==> src/rtl/oc_breaker.sv <==
module oc_breaker #(
  parameter int CLK_HZ       = 100_000_000,
  parameter int FILT_UNIT_US = 5,
  parameter int RETRY_US     = 100,
  parameter int NUM_PG       = 4
) (
  input  logic              clk,
  input  logic              rst_n,
  input  logic [3:0]        oc_cmp_i,
  input  logic [NUM_PG-1:0] pg_req_i,
  input  logic [1:0]        filt_code_i,
  input  logic [1:0]        ins_code_i,
  input  logic [1:0]        retry_mode_i,
  input  logic              clr_i,
  output logic              gate_on_o,
  output logic [NUM_PG-1:0] pg_o,
  output logic              oc_fault_o,
  output logic              retry_fail_o
);

  localparam int TPU       = (CLK_HZ >= 1_000_000) ? CLK_HZ / 1_000_000 : 1;
  localparam int W1        = (FILT_UNIT_US * TPU < 1) ? 1 : FILT_UNIT_US * TPU;
  localparam int W2        = 2 * W1;
  localparam int W3        = 4 * W1;
  localparam int RUN_W     = $clog2(W3 + 1);
  localparam int RETRY_CYC = (RETRY_US * TPU < 1) ? 1 : RETRY_US * TPU;
  localparam int TMR_W     = $clog2(RETRY_CYC + 1);

  typedef enum logic [1:0] {S_ON, S_WAIT, S_LOCK} st_t;

  st_t              state;
  logic [RUN_W-1:0] run_cnt, need_m1;
  logic [TMR_W-1:0] tmr;
  logic [2:0]       used, lim;
  logic [1:0]       lvl_sel;
  logic             oc_raw, qual, retry_ok;

  assign lvl_sel = pg_req_i[0] ? 2'd0 : ins_code_i;
  assign oc_raw  = oc_cmp_i[lvl_sel];

  always_comb begin
    case (filt_code_i)
      2'b00:   need_m1 = '0;
      2'b01:   need_m1 = RUN_W'(W1 - 1);
      2'b10:   need_m1 = RUN_W'(W2 - 1);
      default: need_m1 = RUN_W'(W3 - 1);
    endcase
  end

  assign qual = (state == S_ON) && oc_raw && (run_cnt >= need_m1);

  always_ff @(posedge clk or negedge rst_n) begin
    if (!rst_n)
      run_cnt <= '0;
    else if (state != S_ON || !oc_raw)
      run_cnt <= '0;
    else if (run_cnt != RUN_W'(W3))
      run_cnt <= run_cnt + 1'b1;
  end

  always_comb begin
    case (retry_mode_i)
      2'b01:   lim = 3'd1;
      2'b10:   lim = 3'd4;
      default: lim = 3'd0;
    endcase
  end

  assign retry_ok = (retry_mode_i == 2'b11) || (used < lim);

  always_ff @(posedge clk or negedge rst_n) begin
    if (!rst_n) begin
      state        <= S_ON;
      tmr          <= '0;
      used         <= '0;
      oc_fault_o   <= 1'b0;
      retry_fail_o <= 1'b0;
    end else begin
      if (clr_i) begin
        used         <= '0;
        oc_fault_o   <= 1'b0;
        retry_fail_o <= 1'b0;
        if (state == S_LOCK) state <= S_ON;
      end
      if (qual) begin
        oc_fault_o <= 1'b1;
        if (retry_ok) begin
          state <= S_WAIT;
          tmr   <= '0;
          if (retry_mode_i != 2'b11) used <= used + 3'd1;
        end else begin
          state        <= S_LOCK;
          retry_fail_o <= 1'b1;
        end
      end else if (state == S_WAIT) begin
        if (tmr == TMR_W'(RETRY_CYC - 1)) state <= S_ON;
        else tmr <= tmr + 1'b1;
      end
    end
  end

  assign gate_on_o = (state == S_ON);
  assign pg_o      = gate_on_o ? pg_req_i : '0;

  a_r4_trip_cuts_gate: assert property (@(posedge clk) disable iff (!rst_n)
    qual |=> (!gate_on_o && oc_fault_o && pg_o == '0));

  a_r7_no_retry_locks: assert property (@(posedge clk) disable iff (!rst_n)
    (qual && retry_mode_i == 2'b00) |=> (retry_fail_o && state == S_LOCK));

  a_r7_lock_holds: assert property (@(posedge clk) disable iff (!rst_n)
    (state == S_LOCK && !clr_i) |=> !gate_on_o);

  a_r8_fault_sticky: assert property (@(posedge clk) disable iff (!rst_n)
    (oc_fault_o && !clr_i) |=> oc_fault_o);

  a_r8_fail_sticky: assert property (@(posedge clk) disable iff (!rst_n)
    (retry_fail_o && !clr_i) |=> retry_fail_o);

  a_r5_wait_keeps_off: assert property (@(posedge clk) disable iff (!rst_n)
    (state == S_WAIT && tmr != TMR_W'(RETRY_CYC - 1)) |=> !gate_on_o);

endmodule

==> config.mk <==
export PLATFORM = sky130hd
export DESIGN_NAME = oc_breaker
export DESIGN_NICKNAME = d
export VERILOG_FILES = /design/src/rtl/oc_breaker.sv
export SDC_FILE = /design/constraint.sdc
export NUM_CORES = 1
export LEC_CHECK = 0
export ABC_AREA = 1
export BUFFER_PORTS_ARGS = -buffer_cell sky130_fd_sc_hd__buf_2
export CORE_AREA = 5 5 100 55
export CTS_CLUSTER_SIZE = 25
export DETAILED_ROUTE_END_ITERATION = 6
export DIE_AREA = 0 0 105 60
export PLACE_DENSITY_LB_ADDON = 0.08
export SYNTH_ARGS = -nofsm -noshare
export SYNTH_HDL_FRONTEND = slang
export SYNTH_SLANG_ARGS = --single-unit
==> constraint.sdc <==
create_clock -name clk -period 3.45 [get_ports clk]
set_clock_uncertainty 0.05 [all_clocks]
set_input_delay 0.345 -clock clk [delete_from_list [all_inputs] [get_ports clk]]
set_output_delay 0.345 -clock clk [all_outputs]
set_load 0.005 [all_outputs]
-- After elaboration in Yosys (flattened, before gate mapping)
Cells that the tools add are included.
- register bits after elaboration: 32
- latch bits: 0
- memory bits (writable): 0
- memory bits (read-only): 0
- logic and storage cells: 63
- memories kept: 0
- $add $sub $neg: 3
- multipliers: 0
- div/mod/pow operators: 0
- $lt $le $gt $ge: 3
- equal/unequal tests: 12
- shift operators: 0
- muxes and demuxes: 27
- bitwise gates (word level): 0
- reduce and logical (&&, ||, !) cells: 12
- operators with widths (kind ; number):
    two-way mux 14 bit ; 4
    one-hot mux 11 bit (3 select lines) ; 1
    two-way mux 11 bit ; 2
    adder 14 x 1 -> 14 bit (second input constant) ; 1
    == test 14 bit (second input constant) ; 1
    two-way mux 2 bit ; 7
    two-way mux 3 bit ; 4
    adder 11 x 1 -> 11 bit (second input constant) ; 1
    greater-or-equal comparator 11 bit ; 1
    inequality test 11 bit (second input constant) ; 1
    == test 2 bit (second input constant) ; 4
    nonzero test 2 bit ; 4
    == test 2 x 1 -> 1 bit (second input constant) ; 3
    two-way mux 1 bit ; 6
    one-hot mux 3 bit (2 select lines) ; 1
    zero test 2 bit ; 2
    two-way mux 4 bit ; 1
    inequality test 2 bit (second input constant) ; 2
    adder 3 x 1 -> 3 bit (second input constant) ; 1
    < comparator 2 x 3 -> 1 bit (second input constant) ; 1
    < comparator 3 bit ; 1
    AND reduction 3 bit ; 1
    binary-select mux 1 bit (select 2 bit) ; 1
    logical AND 1 bit ; 2
    3 further kinds ; 4

-- Longest topological paths before layout
- word-level depth: 7
- depth in mapped cells: 14
- mapped depth without buffers: 14

-- Worst setup path after synthesis
Ideal clock, no wire load.
- path type: input to register
- start: in filt_code_i[1]
- end: reg state[0]
- arrival time: 1.780 ns
- path slack: 1.487 ns
- stages on the path: 11
- buffers on the path: 1
- path through: inv_1 > ha_1 > inv_1 > ha_1 > nand3_1 > nor2_1 > a21oi_2 > nand3_4 > nand3_4 > buf_12 > o211ai_1
- word-level cells in the longest chain between the ends: 5
- elaborated cells on any way between the ends: 7
- those cells by class: order compare (1); eq/ne (2); mux (2); reduce/logical (2)
- RTL lines (element ; line ; text):
    start, declared ; 11 ; input logic [1:0] filt_code_i,
    == test 2 bit, or another cell as far along ; 42 ; case (filt_code_i)
    one-hot mux 11 bit (3 select lines) * ; 42 ;
    greater-or-equal comparator 11 bit * ; 50 ; assign qual = (state == S_ON) && oc_raw && (run_cnt >= need_m1);
    logical AND 1 bit * ; 50 ;
    two-way mux 2 bit * ; 85 ; if (qual) begin
    end signal, assigned ; 83 ; if (state == S_LOCK) state <= S_ON;
    end signal, assigned ; 88 ; state <= S_WAIT;
    end signal, assigned ; 92 ; state <= S_LOCK;
    end, declared ; 31 ; st_t state;
Every way passes the cells marked *; elsewhere a longest branch is shown, timed or not.
A chain may end at the register's enable or synchronous reset.

-- Worst setup path after layout
- start: reg tmr[1]
- end: reg tmr[0]
- word-level cells in the longest chain between the ends: 3
- RTL lines (element ; line ; text):
    start, declared ; 33 ; logic [TMR_W-1:0] tmr;
    start signal, assigned ; 97 ; else tmr <= tmr + 1'b1;
    == test 14 bit ; 96 ; if (tmr == TMR_W'(RETRY_CYC - 1)) state <= S_ON;
    inequality test 2 bit (no line) ; -- ;
    AND reduction 3 bit (no line) ; -- ;
Every way passes these cells.

==> results.ini <==
[run_status]
status = finished, final reports clean

[cts]
postCtsSetupBuffers = 0
ctsHoldBuffers = 0
path_clk_slew_ps = 70
cts_tree = built
cts_resized = 0
cts.sinks = 32
cts_buffer_depth = 2
clkLatencyLatePin_ps = 280
cts_buffers = 5
cts_root_buffer = clkbuf_8
htree_levels = 2

[timing]
fin_ws_ps = 1260
worst_pin_slew_ps = 776
layout_min_cycle_time_ps = 2190
tns_ps = 0
finalMaxSlewViolations = 0
slew_headroom_pct = 48.1
fmax_mhz = 457
finalHoldViolCount = 0
final-setup-viol-count = 0
post-route-period-util_pct = 63.4
rsz0062_at_grt = no

[routing]
vias_per_cell = 5.00
ant_nets = 0
vias = 2052
finalWirelength_um = 5350
drc_errors = 0
drtIter0Drc = 161
wl_per_cell_um = 13.1
dr.pass1.iters = 4

[floorplan]
core-area_um2 = 4640
row_count = 18
die_y_um = 60
pin_count = 24
floorplan.die_area_um2 = 6300
start_util_pct = 51.5
die_width_um = 105

[hold_path]
hold_class = in2async

[worst_setup_path]
crit_fanout = 17
crit_required_ps = 3620
end_kind = flip-flop
start_kind = flip-flop
crit_type = reg2reg
crit_arrival_ps = 2360

[synth]
synth_top_area_share_pct = 33.5
synthFlopType = dfrtp_1
ys_types = 36
yosys-top-cells-area = dfrtp_1 34%, nand2_1 13%, ha_1 7.9%
async_flop_share_pct = 100
syn_area_per_cell_um2 = 7.32
synth_top_area_cell = dfrtp_1
synth_area_um2 = 2390
synth-seq-area-share_pct = 33.5
synth_seq_cells = 32
synth_warnings = 0
synth_edf_count = 0
synthCells = 326
synth_nets = 358

[grt]
track_usage_pct = 17.5
use_met1_pct = 30.1
grt-busiest-layer = met1
grt_max_degree = 33
grt_overflow = 0
grt_pass1_wl_um = 8770
antenna_found_initial = 0
use_met3_pct = 4.31
use_met2_pct = 20.9
grt_pass1_vias = 1713

[layout]
synthToLayoutAreaGrowth_pct = 8.96
multi_input_area_um2 = 1350
utilization_pct = 56.1
diodes = 0
seqCellArea_um2 = 801
fin_nets = 382
drive_gt1_share_pct = 15.4
nFillCells = 427

[placement]
dpl.hpwl_um = 4080
dp_slack_ps = 1000
place_congestion = 0.941
numPortBuffers = 23

[power_and_ir_drop]
power.leakage_nw = 1.33
vdd_drop_max_uv = 349
power_density_nw_per_um2 = 412

[run]
cap_violations = 0

## critical path: stages, from the launching register on
cell and delay [ps]:
dfrtp_1 380, ha_1 200, nand3_1 140, nor2_1 150, nand3_1 80, nand2_1 580
inv_2 230, nor2_1 200, o21ai_2 70, inv_2 50
## Yosys cell counts (5+ instances only)
master   instances
nand2_1         81
inv_1           44
nor2_1          33
dfrtp_1         32
nand3_1         22
o21ai_0         16
ha_1            15
a21oi_1         14
nand4_1         12
nand3_2          8
xor2_1           8
inv_2            5
## cell families (layout without fill, tap and decap cells)
family | after synthesis | after routing | synth area share [%]
simple gates | 174 | 174 | 35.0
xor+xnor | 10 | 10 | 3.67
buf+inv | 55 | 79 | 9.96
compound gates | 40 | 40 | 9.96
flops | 32 | 32 | 33.5
fa+ha+maj | 15 | 15 | 7.86
## cells in the final DEF, fill, tap and decap left out, types with 2 or more instances in the layout
cell type | synthesis | final
o21ai_0 | 16 | 16
nand3b_1 | 3 | 3
inv_1 | 44 | 44
or2_2 | 2 | 2
ha_1 | 15 | 15
nand3_2 | 8 | 8
nor3_1 | 3 | 3
o21bai_1 | 2 | 2
inv_2 | 5 | 5
nand3_4 | 2 | 2
xnor2_1 | 2 | 2
xor2_1 | 8 | 8
nor2_2 | 2 | 2
a21oi_1 | 14 | 14
nor4_1 | 2 | 2
nand4_1 | 12 | 12
nand2_1 | 81 | 81
nor2_1 | 33 | 33
clkbuf_8 | 0 | 5
nand3_1 | 22 | 22
buf_2 | 0 | 23
dfrtp_1 | 32 | 32
a21oi_2 | 2 | 2
## sequential cells by signal (all words and copies together) (netlist names)
name          count
used              3
retry_fail_o      1
oc_fault_o        1
state             2
run_cnt          11
tmr              14
## layout make-up
class                           instances  area share, %
Multi-Input combinational cell        239           51.9
Sequential cell                        32           30.8
Inverter                               49           7.07
Timing Repair Buffer                   23           4.43
Tap cell                               60           2.89
Clock buffer                            6           2.79
Clock inverter                          1          0.192
## where the power goes
part	leakage (nW)	switching [mW]	internal, mW
Clock	0.0410	0.137	0.137
Sequential	0.430	0.0708	0.426
Combinational	0.855	0.182	0.118
Total	1.33	0.389	0.681
## metrics by stage
stage	instance area, um^2	power (mW)	cells	hold WS [ps]
floorplan	2390	0.723	326	-0.591
global placement	2520	0.799	403	399
detailed placement	2520	0.800	403	400
CTS	2600	1.08	410	94.5
global route	2600	1.16	410	130
finish	2600	1.07	410	71.4
## final timing paths
kind / start / end / slack, ps / cells past startpoint
max in group asynchronous: rst_n / run_cnt[9]$_DFFE_PN0P_ / 2810 / 1
min reg2reg: state[1]$_DFF_PN0_ / state[1]$_DFF_PN0_ / 470 / 2
max reg2reg: tmr[1]$_DFFE_PN0P_ / tmr[0]$_DFFE_PN0P_ / 1260 / 9
min: rst_n / run_cnt[3]$_DFFE_PN0P_ / 70 / 1
max: tmr[1]$_DFFE_PN0P_ / tmr[0]$_DFFE_PN0P_ / 1260 / 9
min in group clk: clr_i / retry_fail_o$_DFF_PN0_ / 330 / 2
## routing by layer
| metal | vias to the layer above | part of all wire (%) |
|---|---|---|
| li1 | 1106 | - |
| met1 | 898 | 58 |
| met2 | 48 | 35 |
| met3 | 0 | 7.6 |
| met4 | 0 | 0 |
| met5 | - | 0 |
No activity file was read; power rests on OpenSTA's default activity.
